## config.mk

```make
export PLATFORM = sky130hd
export DESIGN_NAME = cmp_wdog
export DESIGN_NICKNAME = d
export VERILOG_FILES = /design/src/rtl/cmp_wdog_pkg.sv /design/src/rtl/cmp_wdog_ctrl.sv /design/src/rtl/cmp_wdog_counter.sv /design/src/rtl/cmp_wdog_chan.sv /design/src/rtl/cmp_wdog.sv
export SDC_FILE = /design/constraint.sdc
export NUM_CORES = 1
export LEC_CHECK = 0
export ABC_CLOCK_PERIOD_IN_PS = 3400
export BUFFER_PORTS_ARGS = -buffer_cell sky130_fd_sc_hd__buf_2
export CORE_AREA = 5 5 97 99
export CTS_BUF_LIST = sky130_fd_sc_hd__clkbuf_4
export CTS_CLUSTER_SIZE = 24
export DETAILED_ROUTE_END_ITERATION = 16
export DIE_AREA = 0 0 102 104
export PLACE_DENSITY = 0.58
export SLEW_MARGIN = 15
export SYNTH_ARGS = -nofsm -noshare
export SYNTH_HDL_FRONTEND = slang
export SYNTH_SLANG_ARGS = --single-unit
```

## constraint.sdc

```tcl
create_clock -name clk -period 3.4 [get_ports clk]
set_input_delay 0.85 -clock clk [delete_from_list [all_inputs] [get_ports clk]]
set_output_delay 0.85 -clock clk [all_outputs]
set_load 0.01 [all_outputs]
```

## src/rtl/cmp_wdog_pkg.sv

```systemverilog
package cmp_wdog_pkg;
    typedef enum logic [2:0] {
        A_MODE = 3'd0,
        A_RUN  = 3'd1,
        A_CLO  = 3'd2,
        A_CHI  = 3'd3,
        A_OFS  = 3'd4,
        A_CMP  = 3'd5,
        A_CHM  = 3'd6
    } reg_addr_e;

    typedef enum logic [1:0] {
        ST_OFF    = 2'd0,
        ST_ARMED  = 2'd1,
        ST_LOCKED = 2'd2
    } wd_state_e;

    localparam int B_IDLE = 7;
    localparam int B_EN   = 6;
    localparam int B_LOCK = 5;
    localparam logic [7:0] SWT_MODE = 8'h48;
endpackage

```

## src/rtl/cmp_wdog_ctrl.sv

```systemverilog
module cmp_wdog_ctrl
    import cmp_wdog_pkg::*;
#(
    parameter int SEL_W = 3
) (
    input  logic             clk,
    input  logic             rst_n,
    input  logic             mode_wr,
    input  logic             run_wr,
    input  logic             en_bit,
    input  logic             lock_bit,
    input  logic             idle_bit,
    input  logic [SEL_W-1:0] sel_bits,
    input  logic             run_bit,
    output logic             wd_en,
    output logic             locked,
    output logic             idle_ctl,
    output logic [SEL_W-1:0] clksel,
    output logic             run_sw
);
    wd_state_e st, nxt;

    always_comb begin
        nxt = st;
        unique case (st)
            ST_OFF: begin
                if (mode_wr && en_bit) nxt = lock_bit ? ST_LOCKED : ST_ARMED;
            end
            ST_ARMED: begin
                if (mode_wr) begin
                    if (!en_bit)       nxt = ST_OFF;
                    else if (lock_bit) nxt = ST_LOCKED;
                end
            end
            ST_LOCKED: nxt = ST_LOCKED;
            default:   nxt = ST_ARMED;
        endcase
    end

    always_ff @(posedge clk or negedge rst_n) begin
        if (!rst_n) st <= ST_ARMED;
        else        st <= nxt;
    end

    always_ff @(posedge clk or negedge rst_n) begin
        if (!rst_n) begin
            idle_ctl <= 1'b0;
            clksel   <= '0;
            run_sw   <= 1'b0;
        end else begin
            if (mode_wr && st == ST_OFF) begin
                idle_ctl <= idle_bit;
                clksel   <= sel_bits;
            end
            if (run_wr) run_sw <= run_bit;
        end
    end

    always_comb begin
        wd_en  = (st != ST_OFF);
        locked = (st == ST_LOCKED);
    end
endmodule

```

## src/rtl/cmp_wdog_counter.sv

```systemverilog
module cmp_wdog_counter #(
    parameter int DW = 8
) (
    input  logic          clk,
    input  logic          rst_n,
    input  logic          step,
    input  logic          ld_lo,
    input  logic          ld_hi,
    input  logic [DW-1:0] wdata,
    output logic [DW-1:0] cnt_lo,
    output logic [DW-1:0] cnt_hi,
    output logic [DW-1:0] hi_next,
    output logic          lo_wrap
);
    always_comb begin
        lo_wrap = step && (cnt_lo == {DW{1'b1}});
        hi_next = cnt_hi + DW'(1);
    end

    always_ff @(posedge clk or negedge rst_n) begin
        if (!rst_n) begin
            cnt_lo <= '0;
            cnt_hi <= '0;
        end else if (ld_lo || ld_hi) begin
            if (ld_lo) cnt_lo <= wdata;
            if (ld_hi) cnt_hi <= wdata;
        end else if (step) begin
            cnt_lo <= cnt_lo + DW'(1);
            if (lo_wrap) cnt_hi <= hi_next;
        end
    end
endmodule

```

## src/rtl/cmp_wdog_chan.sv

```systemverilog
module cmp_wdog_chan
    import cmp_wdog_pkg::*;
#(
    parameter int DW = 8
) (
    input  logic          clk,
    input  logic          rst_n,
    input  logic          wd_en,
    input  logic          wr_ofs,
    input  logic          wr_cmp,
    input  logic          wr_mode,
    input  logic [DW-1:0] wdata,
    input  logic [DW-1:0] cnt_hi,
    input  logic [DW-1:0] hi_next,
    input  logic          lo_wrap,
    output logic [DW-1:0] offset,
    output logic [DW-1:0] cmp_hi,
    output logic [DW-1:0] mode_rd,
    output logic          match
);
    logic [DW-1:0] mode_q;

    always_ff @(posedge clk or negedge rst_n) begin
        if (!rst_n) begin
            offset <= '0;
            cmp_hi <= '0;
            mode_q <= '0;
        end else begin
            if (wr_ofs) offset <= wdata;
            if (wr_cmp) cmp_hi <= wd_en ? DW'(cnt_hi + offset) : wdata;
            if (wr_mode && !wd_en) mode_q <= wdata;
        end
    end

    always_comb begin
        mode_rd = wd_en ? DW'(SWT_MODE) : mode_q;
        match   = wd_en && lo_wrap && (hi_next == cmp_hi);
    end
endmodule

```

## src/rtl/cmp_wdog.sv

```systemverilog
module cmp_wdog
    import cmp_wdog_pkg::*;
#(
    parameter int DW    = 8,
    parameter int SRC_N = 8
) (
    input  logic             clk,
    input  logic             rst_n,
    input  logic             wr_en,
    input  logic [2:0]       addr,
    input  logic [DW-1:0]    wdata,
    output logic [DW-1:0]    rdata,
    input  logic [SRC_N-1:0] src_tick,
    input  logic             cpu_idle,
    output logic             wdt_reset_req
);
    localparam int SEL_W = $clog2(SRC_N);

    logic             wd_en, locked, idle_ctl, run_sw, step, lo_wrap, match;
    logic [SEL_W-1:0] clksel;
    logic [DW-1:0]    cnt_lo, cnt_hi, hi_next, offset, cmp_hi, chm_rd;
    logic [2*DW-1:0]  cnt;

    assign cnt  = {cnt_hi, cnt_lo};
    assign step = (run_sw || wd_en) && src_tick[clksel] && !(idle_ctl && cpu_idle);

    cmp_wdog_ctrl #(.SEL_W(SEL_W)) u_ctrl (
        .clk      (clk),
        .rst_n    (rst_n),
        .mode_wr  (wr_en && addr == A_MODE),
        .run_wr   (wr_en && addr == A_RUN),
        .en_bit   (wdata[B_EN]),
        .lock_bit (wdata[B_LOCK]),
        .idle_bit (wdata[B_IDLE]),
        .sel_bits (wdata[SEL_W-1:0]),
        .run_bit  (wdata[0]),
        .wd_en    (wd_en),
        .locked   (locked),
        .idle_ctl (idle_ctl),
        .clksel   (clksel),
        .run_sw   (run_sw)
    );

    cmp_wdog_counter #(.DW(DW)) u_cnt (
        .clk     (clk),
        .rst_n   (rst_n),
        .step    (step),
        .ld_lo   (wr_en && addr == A_CLO && !wd_en),
        .ld_hi   (wr_en && addr == A_CHI && !wd_en),
        .wdata   (wdata),
        .cnt_lo  (cnt_lo),
        .cnt_hi  (cnt_hi),
        .hi_next (hi_next),
        .lo_wrap (lo_wrap)
    );

    cmp_wdog_chan #(.DW(DW)) u_chan (
        .clk     (clk),
        .rst_n   (rst_n),
        .wd_en   (wd_en),
        .wr_ofs  (wr_en && addr == A_OFS),
        .wr_cmp  (wr_en && addr == A_CMP),
        .wr_mode (wr_en && addr == A_CHM),
        .wdata   (wdata),
        .cnt_hi  (cnt_hi),
        .hi_next (hi_next),
        .lo_wrap (lo_wrap),
        .offset  (offset),
        .cmp_hi  (cmp_hi),
        .mode_rd (chm_rd),
        .match   (match)
    );

    always_ff @(posedge clk or negedge rst_n) begin
        if (!rst_n) wdt_reset_req <= 1'b0;
        else        wdt_reset_req <= match;
    end

    always_comb begin
        rdata = '0;
        unique case (addr)
            A_MODE: begin
                rdata[B_IDLE]      = idle_ctl;
                rdata[B_EN]        = wd_en;
                rdata[B_LOCK]      = locked;
                rdata[SEL_W-1:0]   = clksel;
            end
            A_RUN:   rdata[0] = run_sw;
            A_CLO:   rdata = cnt_lo;
            A_CHI:   rdata = cnt_hi;
            A_OFS:   rdata = offset;
            A_CMP:   rdata = cmp_hi;
            A_CHM:   rdata = chm_rd;
            default: rdata = '0;
        endcase
    end
endmodule

```

# Yosys cells after proc, flatten, opt, wreduce, memory -nomap -nowiden
# Index checks and enable logic that the tools add are counted.
# totals
wordCells	80
in_bits	23
register_bits	48
# classes
n_reduce_logical	30
muxes	21
n_eq_ne	15
n_lt_le_gt_ge	1
n_addsub	3
# ops
op	count
2-to-1 mux 8 bit	9
logical AND 1 bit	18
one-hot mux 3 bit (6 select lines)	1
adder 8 x 1 -> 8 bit (second input constant)	2
one-hot mux 2 bit (6 select lines)	1
2-to-1 mux 2 bit	5
one-hot mux 2 bit (5 select lines)	1
== test 3 bit (second input constant)	3
adder 8 bit	1
== test 8 bit	1
== test 8 bit (second input constant)	1
inequality test 2 x 1 -> 1 bit (second input constant)	4
one-hot mux 1 bit (7 select lines)	1
== test 3 x 2 -> 1 bit (second input constant)	2
one-hot mux 2 bit (3 select lines)	1
AND reduction 3 bit	2
nonzero test 2 bit	3
less-than comparator 3 x 4 -> 1 bit (second input constant)	1
binary-select mux 1 bit (select 3 bit)	1
== test 3 x 1 -> 1 bit (second input constant)	1
zero test 3 bit	1
inequality test 3 bit (second input constant)	1
== test 2 x 1 -> 1 bit (second input constant)	1
== test 2 bit (second input constant)	1
other kinds (5)	7

# Depth between registers and ports, before layout
# Gate-level depths: netlist (run 1).
# logic_depth
ltp_word	8
depth_mapped	8
mapped_depth_nobuf	8

# Cells and area by module
# A second synthesis (run 1) with hierarchy kept.
# hier_totals
cells_unflattened	341
area_unflattened_um2	3377.0
# modules_own_cells
module	instances	cells_each	area_each_um2
cmp_wdog_chan	1	139	1460.2
cmp_wdog_counter	1	111	1018.5
cmp_wdog	1	72	599.3
cmp_wdog_ctrl	1	19	299.0

# Least setup slack after synthesis (run 1)
# OpenSTA, ideal clock, no wires.
# synth_timing
path_kind	input port to output port
startpoint	input addr[2]
endpoint	output rdata[1]
path_stages	6
required_time_ns	2.550
t_arrival_ns	2.078
setup_slack_ns	0.472
cell_sequence	clkbuf_1 buf_1 mux2i_1 nor2_1 a211oi_1 o21ai_0
# synth_between
elab_chain_cells	2
# synth_lines
element	line	text
from (decl)	cmp_wdog.sv:10	input logic [2:0] addr,
== test 3 bit (tied with other cells)	cmp_wdog.sv:81	unique case (addr)
one-hot mux 2 bit (6 select lines) *	cmp_wdog.sv:81	
to (decl)	cmp_wdog.sv:12	output logic [DW-1:0] rdata,
# Every way passes the cells marked *; elsewhere a longest branch is shown, timed or not.

# Worst setup path after layout (run 1)
# layout_timing
startpoint	input addr[0]
endpoint	output rdata[1]
# The elaborated chain is that of the path after synthesis.

==> run metrics, run 1 <==
Crit path max-delay family=buffers and inverters; Final Util=0.426; crit path kind=in2out; Final min period=3.04 ns; CP Depth=5; first-pass GRT wire length=15900 um; CTS Hold Bufs=0; Post-CTS Setup Inserts=0; Remaining DRCs=0; drt initial violations=130; synthesized area per cell=9.05 um^2; critical path, cell by cell=buf_2, clkinv_1, a221oi_1, o21ai_0, buf_2; ys async rst share=1.00; final number of max-transition violations=0; Longest Clk Path Bufs=2; post-route ant nets=0; commonest cells in the netlist=dfrtp_1, nor2_1, a21oi_1, nand2_1, mux2_2; Slew @ Worst Pin=0.747 ns; ys flop type=dfrtp_1; port buffer count=31; Data arrival, critical path=2.19 ns; cell mode on critical path=buf_2; hold crit path type=reg2reg; slowest cell on the critical path=a221oi_1; clock skew=0.0113 ns; final hold violation count=0; # diodes=0; initial antenna violation count=0; Startpoint Class=primary input; first-pass iteration count of the detailed router=5; clock latency on the worst-skew pair=0.37 ns; cells after synthesis=362; total wire length=9890 um; Inserted Clock Buffers=5; GRT Resource Usage Total=0.190; Worst Path Buf+Inv=3; Clock Root Buffer=clkbuf_4; register area share after synthesis=0.367; setup TNS=0 ns; CP Capture Type=output pin; share of layout cells above drive strength 1=0.208; FF/Latch Area=0.00120 mm^2; Yosys top cell area share=0.359; PwrDens=697 mW/mm^2; Peak VDD IR=0.000261 V; vias in the first global route=2933; PnR Total Power=2.52 mW; # rows=34; top-count cell post-synth=dfrtp_1; area of the multi-input gates=0.00194 mm^2; Synth area leaders=dfrtp_1, mux2_2, a21oi_1; cts repair resizes=0; slew margin rel.=0.502; leakage=1.55 nW; GR Overflow Total=0; Synthesized Nets=395; Initial Util=0.387; WL per Instance=19.9 um; Die Wd=102 um; crit-path max FO=15; gpl congestion=0.922; DR vias=3020; Yosys cell types=51; Post-synth EDFFs=0; Final Setup Violations=0; DP Worst Slack=0.430 ns; CTS H-Tree Depth=2; fill count=873; hpwl dp=7300 um; die height=104 um; final worst setup slack=0.363 ns; Tcrit/Tclk final=0.893; total die area=0.0106 mm^2; max-cap violations=0; Mapped Area=0.00328 mm^2; Max Fclk=329 MHz; Core ar.=0.00847 mm^2; Yosys reg bits=48; fin area=0.00361 mm^2; Ports=32; WP data required=2.55 ns; synthesis-to-layout area growth=10.2%; Final #Nets=421; TritonCTS clock tree=built; reg2reg path depth=5; Cells on Worst Hold Path=1; Worst-path clk slew=0.13 ns; Via-to-Cell Ratio=6.08; placed cell area=0.00355 mm^2; YS warnings=0; run status=finished clean; pin count of the biggest net entering global routing=31; largest area contributor in the netlist=dfrtp_1; CP max stage delay=0.42 ns; RSZ-0062 raised after global routing=false; clock tree sinks=48
==> final cells by class <==
type / instances / share of cell area
timing repair buffer: 42 / 0.0659
sequential: 48 / 0.333
multi-input combinational: 281 / 0.538
inverter: 10 / 0.0104
clock buffer: 7 / 0.0146
clock inverter: 1 / 0.00104
tap: 108 / 0.0374
==> stage by stage <==
step / hold WS [ns] / instances
floorplan: 0.473 / 362
global placement: 0.489 / 489
detailed placement: 0.491 / 489
CTS: 0.524 / 497
global route: 0.542 / 497
finish: 0.519 / 497
==> worst paths after layout <==
path	endpoint	slack [ns]	startpoint
setup reg to reg	u_cnt.cnt_hi[4]	0.74	u_ctrl.st[0]
hold reg to reg	u_chan.mode_q[6]	0.52	u_chan.mode_q[6]
hold / removal	u_chan.mode_q[6]	0.52	u_chan.mode_q[6]
min in group asynchronous	u_cnt.cnt_lo[2]	0.53	rst_n
max in group asynchronous	u_ctrl.st[0]	2.06	rst_n
setup / recovery	rdata[1]	0.36	addr[0]
==> state kept, by name, indices dropped and copies added (netlist names) <==
| signal | cells |
|---|---|
| u_chan.offset | 8 |
| u_ctrl.st | 2 |
| u_chan.cmp_hi | 8 |
| u_cnt.cnt_lo | 8 |
| wdt_reset_req | 1 |
| u_ctrl.run_sw | 1 |
| u_ctrl.idle_ctl | 1 |
| u_ctrl.clksel | 3 |
| u_chan.mode_q | 8 |
| u_cnt.cnt_hi | 8 |
==> cells by family after synthesis <==
logic type,after synthesis,share of synthesized area
XOR/XNOR,15,0.0401
AND/OR/NAND/NOR,123,0.187
AO/OA/AOI/OAI,96,0.193
adder cells (fa/ha/maj),10,0.0405
buffers and inverters,33,0.0405
multiplexers,37,0.132
flip-flops,48,0.367
==> cells in the final DEF, fill, tap and decap left out, types with 4 or more instances in the layout <==
cell | Yosys | layout
dfrtp_1 | 47 | 47
nor2_1 | 36 | 36
buf_2 | 1 | 31
nand2_1 | 27 | 27
a21oi_1 | 27 | 27
mux2_2 | 23 | 23
o21ai_0 | 20 | 20
mux2i_1 | 11 | 11
nand3_1 | 11 | 11
buf_4 | 0 | 11
inv_1 | 9 | 9
a211oi_1 | 9 | 9
and3_1 | 9 | 9
xnor2_1 | 9 | 9
ha_1 | 9 | 9
nor3_1 | 8 | 8
a31oi_1 | 8 | 8
clkbuf_4 | 0 | 7
xor2_1 | 6 | 6
o22a_1 | 6 | 6
a221oi_1 | 5 | 5
nand2b_1 | 4 | 4
or4_1 | 4 | 4
nand4_1 | 4 | 4
o221a_2 | 4 | 4
==> routing by layer <==
layer	wire [um]	global-route usage	up-vias
li1	-	-	1394
met1	4500	0.266	1505
met2	4600	0.295	106
met3	567	0.0335	15
met4	232	0.0619	0
met5	0	0	-
==> power by group <==
group / internal, mW / switching, mW
logic: 0.561 / 0.606
clock network: 0.0960 / 0.186
registers: 0.764 / 0.303
total: 1.42 / 1.10
No activity file was read; power rests on OpenSTA's default activity.
==> run 2, diff against run 1 <==
Settings changed: ABC_AREA set to 1, CORE_AREA 5 5 97 99 to 5 5 98 100, DIE_AREA 0 0 102 104 to 0 0 103 105, PLACE_DENSITY 0.58 to not set.
==> run metrics, run 2 <==
share of layout cells above drive strength 1=0.117 (-0.0914); combinational share of power=0.421 (-0.042); synthesis-to-layout area growth=9.60%; ys async rst share=1.00 (unchanged); total wire length=10300 um (+4.4%); setup TNS=0 ns (unchanged); Final Non-Filler Cells=630 (+27%); die height=105 um (+0.96%); Startpoint Class=primary input; Die Wd=103 um (+0.98%); GR Overflow Total=0 (unchanged); post-route ant nets=0 (unchanged); gpl congestion=0.963 (+4.4%); Mapped Area=0.00334 mm^2 (+1.9%); max-cap violations=0 (unchanged); most frequent cells in the layout=nand2_1, inv_1, nand3_1; YS warnings=0 (unchanged); hpwl dp=8060 um (+10%); Synth area leaders=dfrtp_1, nand2_1, nand3_1; first-pass iteration count of the detailed router=5 (unchanged); port buffer count=31 (unchanged); CP Capture Type=output pin; top-count cell post-synth=nand2_1; Max Fclk=342 MHz (+3.9%); post-synthesis adder-cell area fraction=0.0397 (-0.000759); RSZ-0062 raised after global routing=false; Worst Path Buf+Inv=4 (+1); Post-Synth XOR/XNOR Area=0.0210 (-0.0191); PwrDens=608 mW/mm^2 (-13%); DP Worst Slack=0.547 ns (+0.117 ns); Inserted Clock Buffers=5 (unchanged); Net Sw Power=1.02 mW (-6.7%); clock skew=0.0100 ns (-0.00126 ns); Via-to-Cell Ratio=5.42 (-11%); Int Power=1.20 mW (-15%); Crit path max-delay family=buffers and inverters; cts repair resizes=0 (unchanged); crit path kind=in2out; simple-gate share of the synthesized area=0.359 (+0.172); clock latency on the worst-skew pair=0.38 ns (about the same); Post-CTS Setup Inserts=0 (unchanged); # rows=34 (unchanged); WL per Instance=16.4 um (-18%); most common cell after layout, fill and taps aside=nand2_1; largest area contributor in the netlist=dfrtp_1; Data arrival, critical path=2.07 ns (-0.12 ns); synthesized area per cell=6.84 um^2 (-24%); drt initial violations=245 (+88%); Clock Root Buffer=clkbuf_4; Yosys top cell area share=0.352 (-0.00673); critical path, cell by cell=buf_2, inv_1, nand3_1, inv_1, a22oi_1, o2111ai_1, buf_2; gr busiest metal=met2; crit-path max FO=6 (-9); Final min period=2.92 ns (-0.114 ns); area of the multi-input gates=0.00186 mm^2 (-4.4%); final hold violation count=0 (unchanged); Post-synth EDFFs=0 (unchanged); sw frac=0.459 (+0.0240); largest family of logic cells by synthesized area=simple AND/OR/NAND/NOR gates; Final Setup Violations=0 (unchanged); Final #Nets=554 (+32%); TritonCTS clock tree=built; slowest cell on the critical path=a22oi_1; DR vias=3415 (+13%); register area share after synthesis=0.360 (-0.00688); ys flop type=dfrtp_1; grt met1 use=0.276 (+0.0103); final worst setup slack=0.477 ns (+0.114 ns); total die area=0.0108 mm^2 (+2.0%); clock share of power=0.127 (+0.015); Yosys reg bits=48 (unchanged); first-pass GRT wire length=16800 um (+5.7%); Flop pwr share=0.452 (+0.028); CTS H-Tree Depth=2 (unchanged); Tcrit/Tclk final=0.860 (-0.0335); Remaining DRCs=0 (unchanged); Core ar.=0.00859 mm^2 (+1.5%); Longest Clk Path Bufs=2 (unchanged); GRT Resource Usage Total=0.197 (+0.00735); run status=finished clean; clock tree sinks=48 (unchanged); slew margin rel.=0.483 (-0.0189); Ports=32 (unchanged); commonest cells in the netlist=nand2_1, inv_1, nand3_1; initial antenna violation count=0 (unchanged); final number of max-transition violations=0 (unchanged); fill count=917 (+5.0%); R2R Setup Slk=1.32 ns (+0.58 ns); total instance count after detailed placement=622 (+27%); PnR Total Power=2.22 mW (-12%); met3 usage=0.0286 (-0.00489); Synthesized Nets=521 (+32%); pin count of the biggest net entering global routing=34 (+9.7%); vias in the first global route=3288 (+12%); met2 usage in global routing=0.309 (+0.0145); Slew @ Worst Pin=0.776 ns (+0.0283 ns); mux cell area share after synthesis=0 (-0.132); WP data required=2.55 ns (about the same); post-synthesis compound-gate area fraction=0.136 (-0.0565); Yosys cell types=39 (-24%); CP max stage delay=0.22 ns (-0.20 ns); hold crit path type=reg2reg; Peak VDD IR=0.000212 V (-19%); FF/Latch Area=0.00120 mm^2 (unchanged); CTS Hold Bufs=0 (unchanged); Initial Util=0.388 (+0.00153); leakage=1.97 nW (+27%); cells after synthesis=488 (+35%); # diodes=0 (unchanged); Worst-path clk slew=0.13 ns (about the same)
[run 2: area by class of cell]
cell class / instances / share of cell area
clock inverter: 1 / 0.00103
multi-input combinational: 371 / 0.507
sequential: 48 / 0.329
timing repair buffer: 34 / 0.0486
clock buffer: 7 / 0.0144
tap: 108 / 0.0369
inverter: 61 / 0.0633
[run 2: power groups by stage]
stage          logic, mW  clock network, mW  registers [mW]
2_1_floorplan      0.711                  0           0.897
3_3_place_gp       0.912                  0            1.01
3_5_place_dp       0.933                  0            1.01
4_1_cts            0.934              0.288           0.999
5_1_grt             1.07              0.310            1.02
6_report           0.937              0.282            1.01
[run 2: routing by layer]
metal	up-vias	wire [um]	part of all wire
met5	-	0	0
met3	22	701	0.068
met2	123	4860	0.47
li1	1652	-	-
met1	1618	4520	0.44
met4	0	240	0.023
[run 2: path summary, 6_finish.rpt]
check                                      start                to  depth (start not counted)
worst max register to register   u_cnt.cnt_hi[0]  u_chan.cmp_hi[4]                          8
worst min-delay path            u_chan.cmp_hi[5]  u_chan.cmp_hi[5]                          2
worst min register to register  u_chan.cmp_hi[5]  u_chan.cmp_hi[5]                          2
max in group asynchronous                  rst_n  u_chan.cmp_hi[1]                          2
min in group asynchronous                  rst_n  u_chan.cmp_hi[6]                          1
worst max-delay path                     addr[1]          rdata[4]                          7
[run 2: worst min-delay path, stage by stage, from the launching register on]
cell	delay, ns
dfrtp_1	0.36
nand2_1	0.06
nand2_1	0.06
[run 2: cells by family (layout without fill, tap and decap cells)]
family / after synthesis / in the layout
XOR/XNOR: 8 / 8
AO/OA/AOI/OAI: 79 / 79
buffers and inverters: 69 / 103
flip-flops: 48 / 48
adder cells (fa/ha/maj): 10 / 10
AND/OR/NAND/NOR: 274 / 274
[run 2: per-stage QoR]
step / hold slack, ns / utilization / area [um^2]
5_1_grt: 0.528 / 0.426 / 3660
3_3_place_gp: 0.469 / 0.419 / 3600
2_1_floorplan: 0.448 / - / 3340
6_report: 0.504 / 0.426 / 3660
3_5_place_dp: 0.472 / 0.419 / 3600
4_1_cts: 0.504 / 0.426 / 3660
